<file path="config.mk">
export PLATFORM = sky130hd
export DESIGN_NAME = tdly_ctrl
export DESIGN_NICKNAME = d
export VERILOG_FILES = /design/src/rtl/tdly_pkg.sv /design/src/rtl/tdly_route.sv /design/src/rtl/tdly_accum.sv /design/src/rtl/tdly_ctrl.sv
export SDC_FILE = /design/constraint.sdc
export NUM_CORES = 1
export LEC_CHECK = 0
export BUFFER_PORTS_ARGS = -buffer_cell sky130_fd_sc_hd__buf_2
export CAP_MARGIN = 20
export CORE_UTILIZATION = 36
export DETAILED_ROUTE_END_ITERATION = 6
export SYNTH_ARGS = -nofsm -noshare
export SYNTH_HDL_FRONTEND = slang
export SYNTH_SLANG_ARGS = --single-unit
</file>
<file path="constraint.sdc">
create_clock -name clk -period 6.98 [get_ports clk]
set_input_delay 1.745 -clock clk [delete_from_list [all_inputs] [get_ports clk]]
set_output_delay 1.745 -clock clk [all_outputs]
set_load 0.01 [all_outputs]
</file>
<file path="src/rtl/tdly_pkg.sv">
package tdly_pkg;
  // Output multiplexer choice; the encoding is visible on path_sel_o.
  typedef enum logic {
    PATH_COARSE = 1'b0,
    PATH_DIRECT = 1'b1
  } path_e;
endpackage

</file>
<file path="src/rtl/tdly_route.sv">
// Accepts or drops triggers and steers short requests to the direct path.
module tdly_route
  import tdly_pkg::*;
#(
  parameter int DELAY_W     = 40,
  parameter int SHORT_STEPS = 30000,
  parameter int SHORT_W     = $clog2(SHORT_STEPS)
) (
  input  logic               clk,
  input  logic               rst,
  input  logic               trig_i,
  input  logic [DELAY_W-1:0] delay_i,
  input  logic               busy_i,
  output logic               start_o,
  output logic               direct_o,
  output logic [SHORT_W-1:0] direct_code_o,
  output logic               path_sel_o,
  output logic               overrun_o
);
  logic  is_short;
  logic  accept;
  logic  direct_q;
  logic  overrun_q;
  logic  [SHORT_W-1:0] code_q;
  path_e path_q;

  assign is_short = delay_i < DELAY_W'(SHORT_STEPS);
  assign accept   = trig_i & ~busy_i;
  assign start_o  = accept & ~is_short;

  always_ff @(posedge clk) begin
    if (rst) begin
      direct_q  <= 1'b0;
      overrun_q <= 1'b0;
      code_q    <= '0;
      path_q    <= PATH_COARSE;
    end else begin
      direct_q  <= accept & is_short;
      overrun_q <= trig_i & busy_i;
      if (accept) begin
        path_q <= is_short ? PATH_DIRECT : PATH_COARSE;
        if (is_short) code_q <= delay_i[SHORT_W-1:0];
      end
    end
  end

  assign direct_o      = direct_q;
  assign direct_code_o = code_q;
  assign path_sel_o    = path_q;
  assign overrun_o     = overrun_q;


  overrun_drop_chk: assert property (@(posedge clk) disable iff (rst)
    (trig_i && busy_i) |=> (overrun_q && !direct_q && $stable(path_q)));


  direct_steer_chk: assert property (@(posedge clk) disable iff (rst)
    (trig_i && !busy_i && is_short) |=> (direct_q && path_q == PATH_DIRECT));


  path_hold_chk: assert property (@(posedge clk) disable iff (rst)
    !(trig_i && !busy_i) |=> $stable(path_q));
endmodule

</file>
<file path="src/rtl/tdly_accum.sv">
// Running step accumulator: counts down whole periods, absorbs the phase
// once, and fires when the remainder falls inside one period.
module tdly_accum #(
  parameter int DELAY_W      = 40,
  parameter int PERIOD_STEPS = 2500,
  parameter int OFFSET_STEPS = 150,
  parameter int PH_W         = $clog2(PERIOD_STEPS)
) (
  input  logic               clk,
  input  logic               rst,
  input  logic               start_i,
  input  logic [DELAY_W-1:0] delay_i,
  input  logic               phase_valid_i,
  input  logic [PH_W-1:0]    phase_i,
  output logic               phase_ready_o,
  output logic               busy_o,
  output logic               fire_o,
  output logic [PH_W-1:0]    fine_code_o,
  output logic               late_o
);
  localparam int ACC_W = DELAY_W + 2;

  logic             armed_q, got_q, fire_q, late_q;
  logic [ACC_W-1:0] acc_q, load_v, sub_v, nxt;
  logic [PH_W-1:0]  fine_q;
  logic             take, known, neg, in_period;

  // Calibrated offset removal; skipped entirely when the offset is zero.
  generate
    if (OFFSET_STEPS == 0) begin : g_no_ofs
      assign load_v = ACC_W'(delay_i);
    end else begin : g_ofs
      assign load_v = ACC_W'(delay_i) - ACC_W'(OFFSET_STEPS);
    end
  endgenerate

  assign phase_ready_o = armed_q & ~got_q;
  assign take          = phase_valid_i & phase_ready_o;
  assign known         = got_q | take;
  assign sub_v         = ACC_W'(PERIOD_STEPS) + (take ? ACC_W'(phase_i) : '0);
  assign nxt           = acc_q - sub_v;
  assign neg           = nxt[ACC_W-1];
  assign in_period     = nxt < ACC_W'(PERIOD_STEPS);

  always_ff @(posedge clk) begin
    if (rst) begin
      armed_q <= 1'b0;
      got_q   <= 1'b0;
      acc_q   <= '0;
      fire_q  <= 1'b0;
      late_q  <= 1'b0;
      fine_q  <= '0;
    end else begin
      fire_q <= 1'b0;
      late_q <= 1'b0;
      if (start_i) begin
        armed_q <= 1'b1;
        got_q   <= 1'b0;
        acc_q   <= load_v;
      end else if (armed_q) begin
        if (known && in_period) begin
          fire_q  <= 1'b1;
          fine_q  <= nxt[PH_W-1:0];
          armed_q <= 1'b0;
        end else if (neg) begin
          late_q  <= 1'b1;
          armed_q <= 1'b0;
        end else begin
          acc_q <= nxt;
          got_q <= known;
        end
      end
    end
  end

  assign busy_o      = armed_q;
  assign fire_o      = fire_q;
  assign late_o      = late_q;
  assign fine_code_o = fine_q;


  fine_range_chk: assert property (@(posedge clk) disable iff (rst)
    fire_q |-> ({1'b0, fine_q} < (PH_W+1)'(PERIOD_STEPS)));


  fine_hold_chk: assert property (@(posedge clk) disable iff (rst)
    !fire_q |-> $stable(fine_q));


  busy_end_chk: assert property (@(posedge clk) disable iff (rst)
    $fell(armed_q) |-> (fire_q || late_q));


  ready_busy_chk: assert property (@(posedge clk) disable iff (rst)
    phase_ready_o |-> armed_q);


  single_event_chk: assert property (@(posedge clk) disable iff (rst)
    (fire_q || late_q) |=> !(fire_q || late_q));
endmodule

</file>
<file path="src/rtl/tdly_ctrl.sv">
// Top: coarse/fine trigger delay controller.
module tdly_ctrl #(
  parameter int DELAY_W      = 40,
  parameter int PERIOD_STEPS = 2500,
  parameter int OFFSET_STEPS = 150,
  parameter int SHORT_STEPS  = 30000,
  localparam int PH_W        = $clog2(PERIOD_STEPS),
  localparam int SHORT_W     = $clog2(SHORT_STEPS)
) (
  input  logic               clk,
  input  logic               rst,
  input  logic               trig_i,
  input  logic [DELAY_W-1:0] delay_i,
  input  logic               phase_valid_i,
  output logic               phase_ready_o,
  input  logic [PH_W-1:0]    phase_i,
  output logic               fire_o,
  output logic [PH_W-1:0]    fine_code_o,
  output logic               direct_o,
  output logic [SHORT_W-1:0] direct_code_o,
  output logic               path_sel_o,
  output logic               busy_o,
  output logic               overrun_o,
  output logic               late_o
);
  logic start;
  logic busy;

  tdly_route #(
    .DELAY_W    (DELAY_W),
    .SHORT_STEPS(SHORT_STEPS),
    .SHORT_W    (SHORT_W)
  ) u_route (
    .clk          (clk),
    .rst          (rst),
    .trig_i       (trig_i),
    .delay_i      (delay_i),
    .busy_i       (busy),
    .start_o      (start),
    .direct_o     (direct_o),
    .direct_code_o(direct_code_o),
    .path_sel_o   (path_sel_o),
    .overrun_o    (overrun_o)
  );

  tdly_accum #(
    .DELAY_W     (DELAY_W),
    .PERIOD_STEPS(PERIOD_STEPS),
    .OFFSET_STEPS(OFFSET_STEPS),
    .PH_W        (PH_W)
  ) u_accum (
    .clk          (clk),
    .rst          (rst),
    .start_i      (start),
    .delay_i      (delay_i),
    .phase_valid_i(phase_valid_i),
    .phase_i      (phase_i),
    .phase_ready_o(phase_ready_o),
    .busy_o       (busy),
    .fire_o       (fire_o),
    .fine_code_o  (fine_code_o),
    .late_o       (late_o)
  );

  assign busy_o = busy;


  fire_not_direct_chk: assert property (@(posedge clk) disable iff (rst)
    fire_o |-> !direct_o);
endmodule

</file>
==> results of run 1 <==
layout by cell type (no fill, tap or decap), types with 15 or more instances in the layout:
cell type	count
and3_1	18
mux2i_1	18
nor4_1	21
xor2_1	34
o21ai_0	25
or3_1	15
dfxtp_1	76
xnor2_1	34
ha_1	25
nor2_1	85
nor3_1	26
a21oi_1	39
buf_2	89
inv_1	26
a211oi_1	26
nand3_1	26
nand2_1	48
area by class of cell:
type | count | share of cell area
clock buffer | 9 | 0.0343
clock inverter | 6 | 0.00992
inverter | 26 | 0.0149
multi-input combinational | 583 | 0.591
sequential | 76 | 0.232
tap | 211 | 0.0402
timing repair buffer | 98 | 0.0782
metal layers:
metal  GRT usage  share of wire  up-vias
met1       0.315           0.50     2596
met2       0.309           0.42      186
met4      0.0812          0.024        0
met5           0              0        -
li1            -              -     2823
met3      0.0427          0.060       25
critical path, delay by kind of cell:
family          cells  cell delay (ns)
fa+ha+maj           3             0.91
simple gates        6             2.03
buf+inv             1             0.15
compound gates      5             1.40
final timing paths:
check                  endpoint  slack (ns)  cells past startpoint
max            u_accum.acc_q[3]        0.98                     15
min          u_route.path_sel_o        0.45                      2
max reg2reg    u_accum.acc_q[3]        1.72                     16
min reg2reg  u_route.path_sel_o        0.45                      2
metrics by stage:
step,power [mW],hold WS (ns),instances,utilization
floorplan,0.884,0.450,726,-
global placement,1.05,0.443,994,0.411
detailed placement,1.05,0.447,994,0.411
CTS,1.52,0.455,1009,0.430
global route,1.60,0.497,1009,0.430
finish,1.51,0.455,1009,0.430
state kept, by name, indices dropped and copies added, names as in the netlist:
register / flops
u_accum.busy_o: 1
u_route.path_sel_o: 1
u_route.overrun_o: 1
u_accum.fire_o: 1
u_route.direct_code_o: 15
u_accum.got_q: 1
u_accum.late_o: 1
u_accum.acc_q: 42
u_accum.fine_code_o: 12
u_route.direct_o: 1
logic make-up (layout without fill, tap and decap cells):
| kind of cell | count (synthesis) | count (layout) |
|---|---|---|
| AO/OA/AOI/OAI | 176 | 176 |
| AND/OR/NAND/NOR | 293 | 293 |
| adder cells (fa/ha/maj) | 26 | 26 |
| XOR/XNOR | 68 | 68 |
| flip-flops | 76 | 76 |
| multiplexers | 20 | 20 |
| buffers and inverters | 67 | 139 |
power by group:
| group | switching [mW] | leakage (nW) | total, mW | internal [mW] |
|---|---|---|---|---|
| Sequential | 0.0350 | 0.622 | 0.496 | 0.461 |
| Clock | 0.185 | 0.142 | 0.461 | 0.275 |
| Combinational | 0.355 | 1.90 | 0.556 | 0.202 |
| Total | 0.575 | 2.67 | 1.51 | 0.938 |
==> results by group, run 1 <==
Synthesis
  • Top post-synthesis cells by area: dfxtp_1, nor2_1, ha_1, xnor2_1, xor2_1
  • Post-Synth Simple-Gate Area: 0.268
  • Synth async-reset ratio: 0
  • Yosys reg bits: 76
  • YS warnings: 0
  • Post-Synth Adder-Cell Area: 0.0587
  • Post-synthesis mux area share: 0.0358
  • Post-Syn Nets: 808
  • XOR/XNOR share of the synthesized area: 0.105
  • Post-Syn Area per Cell: 7.81 um2
  • Seq/Total Area, Yosys: 0.268
  • Most common cell in the netlist: nor2_1
  • Synth Cell Area: 5670 um2
  • Leading area contributor after synthesis: dfxtp_1
  • Compound-gate portion of the synthesized area: 0.216
  • Largest family of logic cells by synthesized area: simple AND/OR/NAND/NOR gates
  • Number of distinct library cells after synthesis: 61
  • Top cell type's share of synthesized area: 0.268
  • Synth Instances: 726
  • Post-synth top cells: nor2_1, dfxtp_1, nand2_1
  • Top FF cell, synth: dfxtp_1
  • EDFF count, synth: 0

Clock network
  • Postcts setup bufs: 0
  • TritonCTS clock tree: built
  • CTS Sinks: 76
  • Clk slew on worst S/H paths: 0.06 ns
  • Clk_lat worst skew: 0.35 ns
  • Max clock buf depth: 2
  • Hold_buf cts: 0
  • Post-cts sizing count: 0
  • CTS Buf Count: 9
  • Root buffer cell: clkbuf_16
  • H-tree depth: 3

Worst setup path
  • Critical path cell sequence: buf_2 -> and2_0 -> nand2_1 -> ha_1 -> ha_1 -> fa_1 -> a21o_1 -> a221o_1 -> a21o_1 -> or4_4 -> a2111oi_4 -> nand4_2 -> or4_4 -> and3_1 -> o31a_1
  • Worst path max stage delay: 0.66 ns
  • Crit path kind: in -> reg
  • CP max stage cell: or4_4
  • R2R Path Start: u_accum.busy_o
  • Startpoint types: primary input
  • CP Data Required Time: 7.22 ns
  • Critical path launch point: phase_valid_i
  • Critical Path AT: 6.24 ns
  • CP max FO: 22
  • CP Capture Type: flip-flop

Timing
  • Tcrit/Tclk final: 0.860
  • Worst-Margin Slew: 1.00 ns
  • Post-route clock skew: 0.0119 ns
  • Final setup viols: 0
  • Worst setup margin: 0.976 ns
  • Fin Setup TNS: 0 ns
  • Rel. slew slack: 0.330
  • Fmax achieved: 167 MHz
  • Final min period: 6.00 ns
  • Fin. max-slew vios: 0
  • Final hold viol count: 0
  • RSZ-0062 raised after global routing: false

Floorplan
  • IO Pins: 90
  • Site Rows: 45
  • Die width: 127 um
  • Die area: 16300 um2
  • Starting density of the core: 0.372
  • Core Footprint: 15300 um2
  • Die Span Y: 127 um

Flow run
  • MaxCap Viol Count: 0

Final layout
  • Layout cells sized above 1: 0.167
  • N_diodes: 0
  • Filler cells: 1594
  • Synth-to-layout area growth: 15.7%
  • Area occupied by multi-input gates: 3870 um2
  • Final instance area: 6560 um2
  • Nets: 876
  • Register Area: 1520 um2

Placement
  • Hpwl dp: 13.1 mm
  • GPL Wtd Cong: 0.909
  • Cell Area, Placed: 6270 um2
  • Post-place setup slack: 0.643 ns
  • IO Port Bufs: 89

GRT
  • Largest net degree at the start of global routing: 65
  • GR Util All Layers: 0.216
  • Initial antenna violation count: 0
  • Vias in the first global route: 5221
  • First-pass GRT wire length: 27.6 mm
  • GRT Residual Overflow: 0

Drt
  • Final ANT Viol Nets: 0
  • DRT iter0 DRCs: 468
  • Residual DRC count: 0
  • WL final: 17.2 mm
  • DR vias/cell: 5.58
  • DR WL/cell: 17.0 um
  • Total number of vias: 5630
  • Initial DRT Pass Iterations: 5

Min path
  • Tightest Hold Check Type: reg -> reg
  • Hold path start: u_route.path_sel_o

Power and ir drop
  • P_leak: 2.67 nW
  • Peak VDD IR: 124 uV
  • Pwr/cell area: 231 nW/um2

Status
  • Status: finished clean
No activity file was read; power rests on OpenSTA's default activity.
==> run 2, diff against run 1 <==
--- a/config.mk
+++ b/config.mk
@@ -7,8 +7,9 @@
 export LEC_CHECK = 0
 export BUFFER_PORTS_ARGS = -buffer_cell sky130_fd_sc_hd__buf_2
 export CAP_MARGIN = 20
-export CORE_UTILIZATION = 36
+export CORE_UTILIZATION = 45
 export DETAILED_ROUTE_END_ITERATION = 6
+export PLACE_DENSITY = 0.66
 export SYNTH_ARGS = -nofsm -noshare
 export SYNTH_HDL_FRONTEND = slang
 export SYNTH_SLANG_ARGS = --single-unit
==> run 2 against run 1 <==
  * First-iteration DRC count rose by 9.4%
  * Via count is 3.3% higher
  * Clock skew down 0.0046 ns
  * Maximum frequency shrank 1.1%
  * Setup slack got worse by 0.064 ns
  * Die area shrank 20%
  * Total power increased by 6.0%
  * Cell count fell by 4.4%
==> results by group, run 2 (synthesis results as in run 1) <==
Status
  • Status: finished clean

Drt
  • DR WL/cell: 18.4 um
  • Initial DRT Pass Iterations: 7
  • DR vias/cell: 6.02
  • Final ANT Viol Nets: 0
  • DRT iter0 DRCs: 512
  • Total number of vias: 5814
  • Residual DRC count: 0
  • WL final: 17.7 mm

Timing
  • Post-route clock skew: 0.00730 ns
  • Final setup viols: 0
  • RSZ-0062 raised after global routing: false
  • Rel. slew slack: 0.310
  • Final min period: 6.07 ns
  • Fin. max-slew vios: 0
  • Fin Setup TNS: 0 ns
  • Final hold viol count: 0
  • Worst-Margin Slew: 1.03 ns
  • Fmax achieved: 165 MHz
  • Tcrit/Tclk final: 0.869

Final layout
  • Commonest non-fill, non-tap cell in the layout: buf_2
  • Layout cells sized above 1: 0.166
  • Number of flip-flops in the largest register: 42
  • Nets: 875
  • Register Area: 1520 um2
  • Largest Register: u_accum.acc_q
  • Commonest non-fill, non-tap cells in the layout: buf_2, nor2_1, dfxtp_1
  • Filler cells: 1162
  • Final instance area: 6560 um2
  • Synth-to-layout area growth: 15.7%
  • Area occupied by multi-input gates: 3870 um2
  • N_diodes: 0

Floorplan
  • Die width: 114 um
  • Site Rows: 40
  • IO Pins: 90
  • Starting density of the core: 0.466
  • Core Footprint: 12200 um2
  • Die area: 13100 um2
  • Die Span Y: 114 um

Clock network
  • Clk_lat worst skew: 0.34 ns
  • Hold_buf cts: 0
  • CTS Sinks: 76
  • Postcts setup bufs: 0
  • TritonCTS clock tree: built
  • Post-cts sizing count: 0
  • Max clock buf depth: 2
  • Root buffer cell: clkbuf_16
  • H-tree depth: 3
  • Clk slew on worst S/H paths: 0.06 ns
  • CTS Buf Count: 9

GRT
  • First-pass GRT wire length: 28.2 mm
  • Vias in the first global route: 5310
  • GR Util All Layers: 0.278
  • Initial antenna violation count: 0
  • Global Route met1 Usage: 0.405
  • Largest net degree at the start of global routing: 65
  • Met2 Use GR: 0.413
  • GRT Residual Overflow: 0
  • M3 GR Usage: 0.0635
  • Grt peak-use layer: met2

Worst setup path
  • Critical Path AT: 6.30 ns
  • CP Capture Type: flip-flop
  • Startpoint types: primary input
  • CP Data Required Time: 7.21 ns
  • Crit path kind: in -> reg
  • CP max FO: 22

Power and ir drop
  • P_leak: 2.68 nW
  • Pwr/cell area: 245 nW/um2
  • Peak VDD IR: 115 uV

Flow run
  • MaxCap Viol Count: 0

Min path
  • Tightest Hold Check Type: reg -> reg

Placement
  • GPL Wtd Cong: 0.953
  • Hpwl dp: 13.2 mm
  • Cell Area, Placed: 6220 um2
  • IO Port Bufs: 89
## run 2: final timing paths
| path | endpoint | from | depth (start not counted) | slack, ns |
|---|---|---|---|---|
| min reg2reg | u_route.path_sel_o | u_route.path_sel_o | 2 | 0.46 |
| max | u_accum.acc_q[3] | phase_valid_i | 15 | 0.91 |
| min | u_route.path_sel_o | u_route.path_sel_o | 2 | 0.46 |
| max reg2reg | u_accum.acc_q[3] | u_accum.busy_o | 17 | 1.47 |
## run 2: metal layers
metal,part of all wire,vias to the layer above
li1,-,2819
met1,0.47,2730
met2,0.43,245
met3,0.080,20
met4,0.013,0
met5,0,-
## run 2: critical path, cell delays in order
cell,delay [ns]
buf_2,0.15
and2_0,0.29
nand2_1,0.10
ha_1,0.28
ha_1,0.23
fa_1,0.40
a21o_1,0.22
a221o_1,0.36
a21o_1,0.19
or4_4,0.52
a2111oi_4,0.38
nand4_2,0.20
or4_4,0.66
and3_1,0.26
o31a_1,0.27
## run 2: stage by stage
stage	instances	util	setup slack, ns	hold WS, ns	power (mW)
finish	965	0.539	0.912	0.456	1.60
global route	965	0.539	0.696	0.490	1.68
CTS	965	0.539	0.948	0.462	1.59
detailed placement	950	0.512	0.586	0.454	1.05
global placement	950	0.512	0.705	0.450	1.05
floorplan	726	-	1.06	0.450	0.884
## run 2: layout make-up
cell class	instances	share of cell area
Tap cell	168	0.0320
Clock buffer	9	0.0343
Sequential cell	76	0.232
Clock inverter	6	0.0170
Inverter	26	0.0149
Timing Repair Buffer	97	0.0790
Multi-Input combinational cell	583	0.591
## run 2: where the power goes
| group | leakage [nW] | internal (mW) | switching [mW] |
|---|---|---|---|
| registers | 0.622 | 0.461 | 0.0365 |
| logic | 1.90 | 0.202 | 0.361 |
| clock network | 0.162 | 0.348 | 0.195 |
| total | 2.68 | 1.01 | 0.593 |
